### src/rtl/tlb_pkg.sv
package tlb_pkg;

    parameter int unsigned TLB_AW     = 32;
    parameter int unsigned TLB_ASID_W = 4;
    parameter int unsigned TLB_GRP_W  = 4;

    typedef enum logic [1:0] {
        PG_4K   = 2'd0,
        PG_16K  = 2'd1,
        PG_512K = 2'd2,
        PG_8M   = 2'd3
    } pg_size_e;

    typedef struct packed {
        logic                  valid;
        logic                  locked;
        logic                  shared;
        logic                  sup_only;
        logic [TLB_ASID_W-1:0] asid;
        logic [TLB_GRP_W-1:0]  grp;
        logic [TLB_AW-1:0]     off_mask;
        logic [TLB_AW-1:0]     vtag;
        logic [TLB_AW-1:0]     ptag;
    } tlb_ent_t;

    // Low bits set for the page offset of the given size.
    function automatic logic [TLB_AW-1:0] size_mask(pg_size_e sz);
        logic [TLB_AW-1:0] m;
        case (sz)
            PG_4K:   m = (TLB_AW'(1) << 12) - TLB_AW'(1);
            PG_16K:  m = (TLB_AW'(1) << 14) - TLB_AW'(1);
            PG_512K: m = (TLB_AW'(1) << 19) - TLB_AW'(1);
            default: m = (TLB_AW'(1) << 23) - TLB_AW'(1);
        endcase
        return m;
    endfunction

endpackage

### src/rtl/tlb_match.sv
module tlb_match
    import tlb_pkg::*;
(
    input  tlb_ent_t              ent,
    input  logic [TLB_AW-1:0]     ea,
    input  logic [TLB_ASID_W-1:0] asid,
    input  logic                  chk_ctx,
    input  logic                  priv,
    output logic                  hit
);

    logic tag_eq;
    logic ctx_ok;

    always_comb begin
        tag_eq = (((ea ^ ent.vtag) & ~ent.off_mask) == '0);
        ctx_ok = (ent.shared || (ent.asid == asid)) && (!ent.sup_only || priv);
        hit    = ent.valid && tag_eq && (!chk_ctx || ctx_ok);
    end

endmodule

### src/rtl/tlb_first.sv
module tlb_first #(
    parameter int unsigned N  = 8,
    parameter int unsigned IW = $clog2(N)
) (
    input  logic [N-1:0]  req,
    output logic          any,
    output logic [IW-1:0] idx
);

    always_comb begin
        any = |req;
        idx = '0;
        for (int i = N - 1; i >= 0; i--) begin
            if (req[i]) idx = IW'(i);
        end
    end

endmodule

### src/rtl/tlb_victim.sv
module tlb_victim #(
    parameter int unsigned N  = 8,
    parameter int unsigned PW = $clog2(N)
) (
    input  logic [N-1:0]  held,
    input  logic [PW-1:0] ptr,
    output logic [PW-1:0] victim
);

    logic          found;
    logic [PW-1:0] probe;

    always_comb begin
        victim = ptr;
        found  = 1'b0;
        probe  = ptr;
        for (int k = 0; k < N; k++) begin
            probe = ptr + PW'(k);
            if (!found && !held[probe]) begin
                victim = probe;
                found  = 1'b1;
            end
        end
    end

endmodule

### src/rtl/tlb_assoc.sv
module tlb_assoc
    import tlb_pkg::*;
#(
    parameter int unsigned N_ENT = 8
) (
    input  logic                  clk,
    input  logic                  rst_n,
    input  logic                  xlat_en,
    input  logic                  lock_en,
    input  logic [TLB_AW-1:0]     lu_ea,
    input  logic [TLB_ASID_W-1:0] lu_asid,
    input  logic                  lu_priv,
    output logic                  lu_hit,
    output logic                  lu_miss,
    output logic [TLB_AW-1:0]     lu_pa,
    output logic [TLB_GRP_W-1:0]  lu_grp,
    input  logic                  wr_en,
    input  logic [TLB_AW-1:0]     wr_ea,
    input  logic [TLB_AW-1:0]     wr_pa,
    input  logic [1:0]            wr_size,
    input  logic [TLB_ASID_W-1:0] wr_asid,
    input  logic                  wr_shared,
    input  logic                  wr_sup,
    input  logic [TLB_GRP_W-1:0]  wr_grp,
    input  logic                  wr_lock,
    input  logic                  inv_all,
    input  logic                  inv_one,
    input  logic [TLB_AW-1:0]     inv_ea
);

    localparam int unsigned PW = $clog2(N_ENT);

    typedef struct packed {
        tlb_ent_t [N_ENT-1:0] ent;
        logic [PW-1:0]        ptr;
    } state_t;

    state_t st_d, st_q;

    logic [N_ENT-1:0] lu_vec;
    logic [N_ENT-1:0] inv_vec;
    logic [N_ENT-1:0] held_vec;
    logic [N_ENT-1:0] valid_vec;
    logic [N_ENT-1:0] lock_vec;
    logic             any_hit;
    logic [PW-1:0]    hit_idx;
    logic [PW-1:0]    victim;
    tlb_ent_t         sel;
    tlb_ent_t         new_ent;
    logic [TLB_AW-1:0] new_mask;

    for (genvar g = 0; g < N_ENT; g++) begin : g_slot
        tlb_match u_lu (
            .ent     (st_q.ent[g]),
            .ea      (lu_ea),
            .asid    (lu_asid),
            .chk_ctx (1'b1),
            .priv    (lu_priv),
            .hit     (lu_vec[g])
        );
        tlb_match u_inv (
            .ent     (st_q.ent[g]),
            .ea      (inv_ea),
            .asid    ('0),
            .chk_ctx (1'b0),
            .priv    (1'b0),
            .hit     (inv_vec[g])
        );
        assign valid_vec[g] = st_q.ent[g].valid;
        assign lock_vec[g]  = st_q.ent[g].locked;
        assign held_vec[g]  = lock_en && st_q.ent[g].locked;
    end

    tlb_first #(.N(N_ENT), .IW(PW)) u_first (
        .req (lu_vec),
        .any (any_hit),
        .idx (hit_idx)
    );

    tlb_victim #(.N(N_ENT), .PW(PW)) u_victim (
        .held   (held_vec),
        .ptr    (st_q.ptr),
        .victim (victim)
    );

    // Lookup path
    always_comb begin
        sel = st_q.ent[hit_idx];
        if (!xlat_en) begin
            lu_hit = 1'b1;
            lu_pa  = lu_ea;
            lu_grp = '0;
        end else if (any_hit) begin
            lu_hit = 1'b1;
            lu_pa  = (sel.ptag & ~sel.off_mask) | (lu_ea & sel.off_mask);
            lu_grp = sel.grp;
        end else begin
            lu_hit = 1'b0;
            lu_pa  = '0;
            lu_grp = '0;
        end
        lu_miss = !lu_hit;
    end

    // Next state
    always_comb begin
        new_mask         = size_mask(pg_size_e'(wr_size));
        new_ent.valid    = 1'b1;
        new_ent.locked   = wr_lock;
        new_ent.shared   = wr_shared;
        new_ent.sup_only = wr_sup;
        new_ent.asid     = wr_asid;
        new_ent.grp      = wr_grp;
        new_ent.off_mask = new_mask;
        new_ent.vtag     = wr_ea & ~new_mask;
        new_ent.ptag     = wr_pa & ~new_mask;

        st_d = st_q;
        if (inv_all) begin
            for (int i = 0; i < N_ENT; i++) begin
                st_d.ent[i].valid  = 1'b0;
                st_d.ent[i].locked = 1'b0;
            end
        end else if (inv_one) begin
            for (int i = 0; i < N_ENT; i++) begin
                if (inv_vec[i]) begin
                    st_d.ent[i].valid  = 1'b0;
                    st_d.ent[i].locked = 1'b0;
                end
            end
        end else if (wr_en) begin
            st_d.ent[victim] = new_ent;
            st_d.ptr         = victim + PW'(1);
        end
    end

    always_ff @(posedge clk or negedge rst_n) begin
        if (!rst_n) st_q <= '0;
        else        st_q <= st_d;
    end

endmodule

### config.mk
export PLATFORM = sky130hd
export DESIGN_NAME = tlb_assoc
export DESIGN_NICKNAME = d
export VERILOG_FILES = /design/src/rtl/tlb_pkg.sv /design/src/rtl/tlb_match.sv /design/src/rtl/tlb_first.sv /design/src/rtl/tlb_victim.sv /design/src/rtl/tlb_assoc.sv
export SDC_FILE = /design/constraint.sdc
export NUM_CORES = 1
export LEC_CHECK = 0
export BUFFER_PORTS_ARGS = -buffer_cell sky130_fd_sc_hd__buf_2
export CORE_MARGIN = 1
export CORE_UTILIZATION = 45
export CTS_CLUSTER_SIZE = 25
export DETAILED_ROUTE_END_ITERATION = 10
export PLACE_DENSITY = 0.65
export SLEW_MARGIN = 15
export SYNTH_ARGS = -nofsm -noshare
export SYNTH_HDL_FRONTEND = slang
export SYNTH_SLANG_ARGS = --single-unit
### constraint.sdc
create_clock -name clk -period 5.5 [get_ports clk]
set_input_delay 0.825 -clock clk [delete_from_list [all_inputs] [get_ports clk]]
set_output_delay 0.825 -clock clk [all_outputs]
set_load 0.005 [all_outputs]
### Word level (Yosys, flattened, before mapping)

Cells that the tools add are included.

* input bits: 153
* latch bits: 0
* memory bits (read-only): 0
* memories kept: 0
* word-level logic and storage cells: 348
* RAM bits: 0
* register bits after elaboration: 867
* output and inout port bits: 38

* equality and inequality tests: 18
* reductions and logical operators: 114
* muxes and demuxes: 75
* divide/modulo/power cells: 0
* order comparisons: 11
* multipliers: 0
* bitwise logic cells: 49
* $add $sub $neg: 8
* shift-type cells: 0

Operators with widths (number)
* $mux 867: 1
* $bwmux 864: 1
* $and 32x32->32: 20
* $logic_not 32->1: 16
* $xor 32x32->32: 16
* $bmux 108 s3: 1
* $demux 108 s3: 1
* $not 32->32: 10
* $mux 108: 1
* $mux 100: 1
* $pmux 23 s3: 1
* $mux 32: 2
* $logic_and 1x1->1: 48
* $mux 2: 24
* $mux 3: 15
* $lt 3x4->1 const B: 10
* $eq 4x4->1: 8
* $or 32x32->32: 1
* $bmux 1 s3: 8
* $ne 3x2->1 const B: 8
* $logic_not 1->1: 22
* $mux 1: 17
* $logic_or 1x1->1: 16
* $reduce_and 2->1: 8
* other kinds (12): 19

### Logic depth before layout (Yosys ltp)

Gate-level depths: netlist of run 1.

* word-level depth: 32
* depth in mapped cells: 16
* depth with buffers taken out: 12

### By module

Synthesis of run 1 repeated with hierarchy kept, for this count alone.

* cells, all modules: 3137
* area, all modules: 28036.9 um^2

Modules (own cells, without submodules)
* tlb_assoc: cells each 1983, instances 1, area each 19133.4 um^2, seq. area each 11285.8 um^2
* tlb_match: cells each 66, instances 16, area each 499.2 um^2, seq. area each 0.0 um^2
* tlb_victim: cells each 85, instances 1, area each 834.6 um^2, seq. area each 0.0 um^2
* tlb_first: cells each 13, instances 1, area each 81.3 um^2, seq. area each 0.0 um^2

### Least setup slack after synthesis of run 1

No wires, ideal clock.

* path type: input to output
* from: input lu_ea[3]
* to: output lu_pa[12]
* stages: 13
* buffers on the path: 3
* required time: 4675 ps
* setup slack: 953 ps
* data arrival time: 3722 ps
* cells stage by stage: nor4_1 > nand3_1 > a211oi_1 > and3_1 > nor4bb_1 > or3_1 > buf_2 > buf_4 > buf_2 > mux2i_1 > a22oi_1 > nand2_1 > o31ai_1

* cells in the longest elaborated chain, start to end: 20
* elaborated cells on any way between the ends: 57
* those cells by class: 12 x mux; 20 x bitwise; 25 x reduce/logical

RTL lines
* start, declared: line tlb_assoc.sv:10 `input logic [TLB_AW-1:0] lu_ea,`
* $xor 32x32->32: line tlb_match.sv:16 `tag_eq = (((ea ^ ent.vtag) & ~ent.off_mask) == '0);`
* $and 32x32->32: line tlb_match.sv:16
* $logic_not 32->1: line tlb_match.sv:16
* $logic_and 1x1->1 (2 in series): line tlb_match.sv:18 `hit = ent.valid && tag_eq && (!chk_ctx || ctx_ok);`
* $mux 3 (8 in series): line tlb_first.sv:14 `if (req[i]) idx = IW'(i);`
* $bmux 108 s3: line tlb_assoc.sv:88 `sel = st_q.ent[hit_idx];`
* $mux 100 (not written as such): line tlb_assoc.sv:88
* $not 32->32: line tlb_assoc.sv:95 `lu_pa = (sel.ptag & ~sel.off_mask) | (lu_ea & sel.off_mask);`
* $and 32x32->32: line tlb_assoc.sv:95
* $or 32x32->32: line tlb_assoc.sv:95
* $mux 32 (*): line tlb_assoc.sv:93 `end else if (any_hit) begin`
* $mux 32 (*): line tlb_assoc.sv:89 `if (!xlat_en) begin`
* end, declared: line tlb_assoc.sv:15 `output logic [TLB_AW-1:0] lu_pa,`

Every way passes the cells marked *; elsewhere a longest branch is shown, timed or not. The select of a mux whose other input is x is not followed.

### Worst setup path in the final report of run 1

* from: input lu_asid[2]
* to: output lu_pa[13]

* cells in the longest elaborated chain, start to end: 19
* elaborated cells on any way between the ends: 49
* those cells by class: 8 x eq/ne; 12 x mux; 4 x bitwise; 25 x reduce/logical

RTL lines
* start, declared: line tlb_assoc.sv:11 `input logic [TLB_ASID_W-1:0] lu_asid,`
* $eq 4x4->1: line tlb_match.sv:17 `ctx_ok = (ent.shared || (ent.asid == asid)) && (!ent.sup_only || priv);`
* $logic_or 1x1->1: line tlb_match.sv:17
* $logic_and 1x1->1: line tlb_match.sv:17
* $logic_and 1x1->1: line tlb_match.sv:18
* $mux 3 (8 in series): line tlb_first.sv:14
* $bmux 108 s3: line tlb_assoc.sv:88
* $mux 100 (not written as such): line tlb_assoc.sv:88
* $not 32->32: line tlb_assoc.sv:95
* $and 32x32->32: line tlb_assoc.sv:95
* $or 32x32->32: line tlb_assoc.sv:95
* $mux 32 (*): line tlb_assoc.sv:93
* $mux 32 (*): line tlb_assoc.sv:89

Marks and branches as above.

==> impl_metrics.yaml, run 1 <==
critical_path:
  cp_max_fo: 17
  critPathMaxStageDelay_ps: 620
  end_kind: "primary output"
  path_cells: "buf_2 > xnor2_1 > a41oi_1 > a211oi_1 > buf_4 > and3_1 > nor4bb_1 > or3_4 > buf_12 > buf_4 > mux2i_1 > a22oi_1 > nand2_1 > o31ai_1 > buf_4 > buf_2"
  slowest_stage: "nor4bb_1"
  worst-path-buf-inv: 6
  crit_type: "primary input to primary output"
  crit_arrival_ps: 4530
  cp.required_ps: 4680
  critPathTopFamily: "simple AND/OR/NAND/NOR gates"
  startpoint_type: "primary input"
  timing.critical_path.mode_cell: "buf_4"
synthesis:
  yosysSeqAreaShare_pct: 44.70
  ys_warn_count: 0
  syn_inst: 2183
  synth_edf_count: 0
  synth_area_leaders: "dfrtp_1 45%, mux2_2 9.5%, xnor2_1 7.9%"
  synth_nets: 2339
  synth.largest_area_cell: "dfrtp_1"
  synth_common_cells: "451 x dfrtp_1, 228 x xnor2_1, 212 x mux2_2, 131 x mux2i_1, 130 x nand2_1"
  synth-async-reset-ratio_pct: 100.0
  yosysMostFrequentCell: "dfrtp_1"
  synth_top_area_share_pct: 44.70
  synth_ff_type: "dfrtp_1"
  synth_seq_cells: 451
  synth_area_mm2: 0.02525
  post_synth.cell_area_avg_um2: 11.56
  ys_types: 77
flow_run:
  maxCapViolations: 0
power:
  ir_drop_uv: 263.5
  power_mw: 13.37
  p_leak_nw: 13.46
  p_per_area_mw_per_mm2: 462.4
clock_network:
  htree_levels: 2
  cts_tree: "yes"
  cts.sinks: 451
  clock_path_buffers: 3
  clk_latency_ps: 610
  clock-root-buffer: "clkbuf_16"
  cts_buffers: 51
  cts_hold_buf: 0
  post-cts-setup-buffer-count: 0
  clkTransAtPathRegs_ps: 60
status:
  outcome: "finished, final reports clean"
final_layout:
  area_growth_pct: 14.54
  fill_cells: 4857
  fin_cells: 3134
  finalCoreUtilization_pct: 52.28
  drive_gt1_share_pct: 27.14
  nets: 2503
  final_cell_area_mm2: 0.02892
drt:
  drt_wl_total_um: 74780
  vias: 18140
  drtIter0Drc: 1287
  wire_per_inst_um: 23.86
  drc_errors: 0
  firstDrtPassIters: 5
  ant_nets: 0
  vias_per_cell: 5.788
global_route:
  grt_pass1_vias: 18680
  grt_start_max_net_pins: 151
  grt.overflow.total: 0
  grt_pass1_wl_um: 114900
  antenna_found_initial: 8
  grt_use_total_pct: 26.53
floorplanning:
  rows: 86
  die_h_um: 238.9
  pin_count: 191
  start_util_pct: 45.65
  die-area_mm2: 0.05705
  chipWidth_um: 238.9
  core_mm2: 0.05531
sta:
  grt_setup_unrepaired: "false"
  worst_slew_pin_slew_ps: 1185
  min_period_over_period_pct: 97.30
  whs_ps: 243.6
  finalSetupViolCount: 0
  skew_ps: 26.10
  setup_tns_ps: 0
  max_freq_mhz: 186.9
  maxSlewViolCount: 0
  max_slew_margin_pct: 20.71
  period_minus_slack_ps: 5352
  hold_viol: 0
  setup_slack_ps: 148.3
placement:
  pre_cts_ws_ps: -85.73
  dp_cells: 3042
  dp_hpwl_um: 52320
  portBuffers: 166
  gp_congestion: 0.9676
  dpl-instance-area_mm2: 0.02726
min_path:
  hold_class: "primary input to async pin"
[per-layer routing]
metal / wire, um / part of all wire [%] / GRT usage (%)
met1: 33210 / 44 / 36.12
met2: 35140 / 47 / 42.86
met3: 3709 / 5.0 / 3.637
met4: 2669 / 3.6 / 10.20
met5: 56 / 0.075 / 0
[cells in the final DEF (no fill, tap or decap), types with 5 or more instances in the layout]
| cell | netlist | routed |
|---|---|---|
| dfrtp_1 | 451 | 451 |
| xnor2_1 | 228 | 228 |
| mux2_2 | 212 | 212 |
| buf_2 | 71 | 165 |
| mux2i_1 | 131 | 131 |
| nand2_1 | 130 | 130 |
| xor2_1 | 121 | 121 |
| mux2_1 | 115 | 115 |
| o21ai_0 | 80 | 79 |
| buf_4 | 6 | 72 |
| clkbuf_16 | 0 | 51 |
| a21oi_1 | 47 | 47 |
| mux2_4 | 46 | 46 |
| nand4_1 | 45 | 45 |
| nor4_1 | 45 | 44 |
| inv_1 | 33 | 33 |
| a22oi_1 | 33 | 33 |
| nor2b_1 | 26 | 26 |
| nor2_1 | 25 | 24 |
| nand3_1 | 23 | 23 |
| a31o_2 | 23 | 23 |
| and2_1 | 22 | 22 |
| nor3_1 | 19 | 19 |
| buf_12 | 0 | 18 |
| clkbuf_8 | 0 | 17 |
| nand2b_1 | 15 | 15 |
| o22ai_1 | 14 | 14 |
| a41oi_1 | 14 | 14 |
| clkbuf_1 | 52 | 13 |
| o21ai_1 | 12 | 12 |
| and3_1 | 10 | 10 |
| mux4_2 | 9 | 9 |
| a22o_1 | 10 | 9 |
| a31oi_1 | 8 | 8 |
| a32o_1 | 8 | 8 |
| clkinv_2 | 0 | 6 |
| a221oi_1 | 5 | 5 |
| o2bb2ai_1 | 5 | 5 |
[where the power goes]
group          internal [mW]  leakage, nW  switching, mW  total [mW]
clock network           1.94        0.812           1.40        3.33
registers               4.63         5.88           1.13        5.77
logic                   2.30         6.76           1.97        4.27
[registers in the layout (all words and copies together), names as in the netlist]
name      count
st_q        443
lock_vec      8
[area by class of cell]
type | count | area (um^2) | area share, %
multi-input cells | 1551 | 13170 | 45.54
inverters | 36 | 135.1 | 0.4673
repair buffers | 256 | 1742 | 6.023
flip-flops and latches | 451 | 11290 | 39.03
well taps | 748 | 935.9 | 3.237
diodes | 2 | 5.005 | 0.01731
clock buffers | 81 | 1559 | 5.391
clock inverters | 9 | 85.08 | 0.2942
[path summary, 6_finish.rpt]
| check | cells after the start | to | start | slack [ps] |
|---|---|---|---|---|
| max in group asynchronous | 2 | st_q[131] | rst_n | 4010 |
| worst min register to register | 2 | st_q[771] | st_q[771] | 480 |
| min in group clk | 2 | st_q[771] | st_q[771] | 480 |
| worst max register to register | 11 | st_q[860] | st_q[1] | 720 |
| worst max-delay path | 16 | lu_pa[13] | lu_asid[2] | 150 |
| worst min-delay path | 1 | st_q[160] | rst_n | 240 |
[timing repair]
action | in CTS | in global routing
endpoints found under the setup margin | 5 | 1
pin swaps | 0 | 0
resized for setup | 1 | 1
[cell families (layout without fill, tap and decap cells)]
family	Yosys count	after routing	synth area share [%]
buffers and inverters	181	382	3.400
DFF	451	451	44.70
muxes	513	513	23.32
adders and majority gates	3	3	0.1487
and+or+nand+nor	387	387	8.197
AOI/OAI and AO/OA	296	296	7.885
other	0	2	0
xor gates and xnor gates	352	352	12.35
No activity file was read; power rests on OpenSTA's default activity.
==> run 2: changes to the inputs <==
Settings changed: BUFFER_PORTS_ARGS -buffer_cell sky130_fd_sc_hd__buf_2 to unset, DONT_BUFFER_PORTS set to 1, PLACE_DENSITY 0.65 to 0.62.
==> run 2 against run 1 <==
Net effect: count of clock-buffer cells in the layout is 10 lower; utilization is 2.1 points lower; first-iteration DRC count is 6.0% lower; register-to-register slack better by 360 ps; worst setup slack better by 36 ps; clock power is 3% higher; non-clock buffer count is 205 lower; cell count is 6.5% lower; combinational power is 6.8% lower; cell area is 4.0% lower; fmax is 0.67% higher; critical endpoint unchanged; largest cell class unchanged.
==> impl_metrics.yaml, run 2 (synthesized netlist as in run 1, its figures left out) <==
status:
  outcome: "finished, final reports clean"
sta:
  hold_viol: 0
  max_freq_mhz: 188.1
  setup_slack_ps: 184.1
  skew_ps: 20.77
  max_slew_margin_pct: 17.89
  period_minus_slack_ps: 5316
  worst_slew_pin_slew_ps: 1232
  setup_tns_ps: 0
  maxSlewViolCount: 0
  min_period_over_period_pct: 96.65
  finalSetupViolCount: 0
  grt_setup_unrepaired: "false"
  whs_ps: 2.736
global_route:
  grt_pass1_vias: 17380
  grt_use_total_pct: 25.52
  antenna_found_initial: 0
  grt_start_max_net_pins: 452
  grt_pass1_wl_um: 109500
  grt.overflow.total: 0
critical_path:
  crit_end: "lu_pa[13]"
  timing.critical_path.mode_cell: "buf_4"
  path_cells: "xnor2_1 > nand4_1 > nor4_1 > nand3_1 > nor4bb_2 > or3_2 > buf_12 > mux2i_1 > a22oi_1 > nand2_1 > o31ai_1 > buf_4 > buf_4"
  cp_max_fo: 14
  critPathLaunch: "st_q[713]"
  rrSetupSlack_ps: 1080
  r2r-end: "st_q[371]"
  r2r_start: "st_q[0]"
  crit_arrival_ps: 4490
  critPathMaxStageDelay_ps: 690
  reg2reg_depth: 10
  end_kind: "primary output"
  crit_type: "register to primary output"
  cp.required_ps: 4680
  startpoint_type: "register"
  slowest_stage: "nor4_1"
final_layout:
  multi_input_area_mm2: 0.01318
  area_growth_pct: 10.01
  nets: 2298
  seqCellArea_mm2: 0.01129
  most-common-layout-cells: "451 x dfrtp_1, 228 x xnor2_1, 212 x mux2_2"
  finalCoreUtilization_pct: 50.21
  layout_commonest_cell: "dfrtp_1"
  fill_cells: 4921
  largest-register: "st_q"
  drive_gt1_share_pct: 20.62
  largest_reg_flops: 443
placement:
  portBuffers: 0
  dp_hpwl_um: 49470
  gp_congestion: 0.9418
  pre_cts_ws_ps: 272.3
clock_network:
  clock-root-buffer: "clkbuf_16"
  cts.sinks: 451
  clkTransAtPathRegs_ps: 60
  clock_path_buffers: 3
  htree_levels: 2
  cts_buffers: 50
  post-cts-setup-buffer-count: 0
  cts_tree: "yes"
  clk_latency_ps: 600
power:
  ir_drop_uv: 230.6
  p_per_area_mw_per_mm2: 473.6
  p_leak_nw: 12.61
  power_mw: 13.15
floorplanning:
  rows: 86
  start_util_pct: 45.65
  chipWidth_um: 238.9
  pin_count: 191
  die-area_mm2: 0.05705
  core_mm2: 0.05531
  die_h_um: 238.9
drt:
  vias: 17170
  drt_wl_total_um: 72510
  ant_nets: 0
  vias_per_cell: 5.859
  drc_errors: 0
  wire_per_inst_um: 24.74
  firstDrtPassIters: 5
  drtIter0Drc: 1210
flow_run:
  maxCapViolations: 0
min_path:
  hold_class: "primary input to async pin"
[run 2: cell types whose count changed in the layout (fill, tap and decap cells not counted), moves of 2 or more]
cell,change
buf_2,-165
buf_12,-7
clkbuf_1,-4
clkbuf_8,-5
clkinv_2,+6
bufinv_16,+4
buf_4,-33
clkinvlp_4,+2
[run 2: layout make-up]
class                   instances  area share, %
flip-flops and latches        451          40.64
well taps                     748          3.370
multi-input cells            1552          47.46
clock inverters                21         0.8650
inverters                      36         0.4866
repair buffers                 51          1.946
diodes                          1       0.009011
clock buffers                  71          5.222
[run 2: power breakdown]
part | internal (mW) | switching, mW
registers | 4.63 | 1.09
clock network | 2.03 | 1.41
logic | 2.24 | 1.74
total | 8.91 | 4.25
[run 2: worst min-delay path by stage]
| stage | from | to | slack [ps] | cells past startpoint |
|---|---|---|---|---|
| after floorplan | st_q[447] | st_q[447] | 450 | 2 |
| after global placement | st_q[663] | st_q[663] | 460 | 2 |
| after detailed placement | st_q[563] | st_q[563] | 470 | 2 |
| after CTS | rst_n | st_q[682] | -70 | 0 |
| after global routing | rst_n | st_q[0] | -30 | 0 |
| final | rst_n | st_q[0] | 3 | 0 |
[run 2: what timing repair did]
item | CTS | global route
setup endpoints to repair | 0 | 5
hold endpoints to repair | 451 | 186
gates resized for setup | 0 | 3
[run 2: layer usage]
layer	track usage, %	share of wire [%]	vias up
li1	-	-	7731
met1	34.32	44	8900
met2	41.36	47	428
met3	5.023	5.6	114
met4	8.100	2.8	0
met5	0	0	-
[run 2: metrics by stage]
stage                     cell area (um^2)  std cells
final                                27770       2931
after global routing                 27770       2930
after CTS                            27720       2928
after detailed placement             26030       2836
after global placement               26030       2836
after floorplan                      25250       2183
[run 2: critical path: cells and delay by family (launching register included)]
family,cells,cell delay (ps)
xor+xnor,1,220
simple gates,6,2150
mux,1,120
buf+inv,3,530
flops,1,410
compound gates,2,430
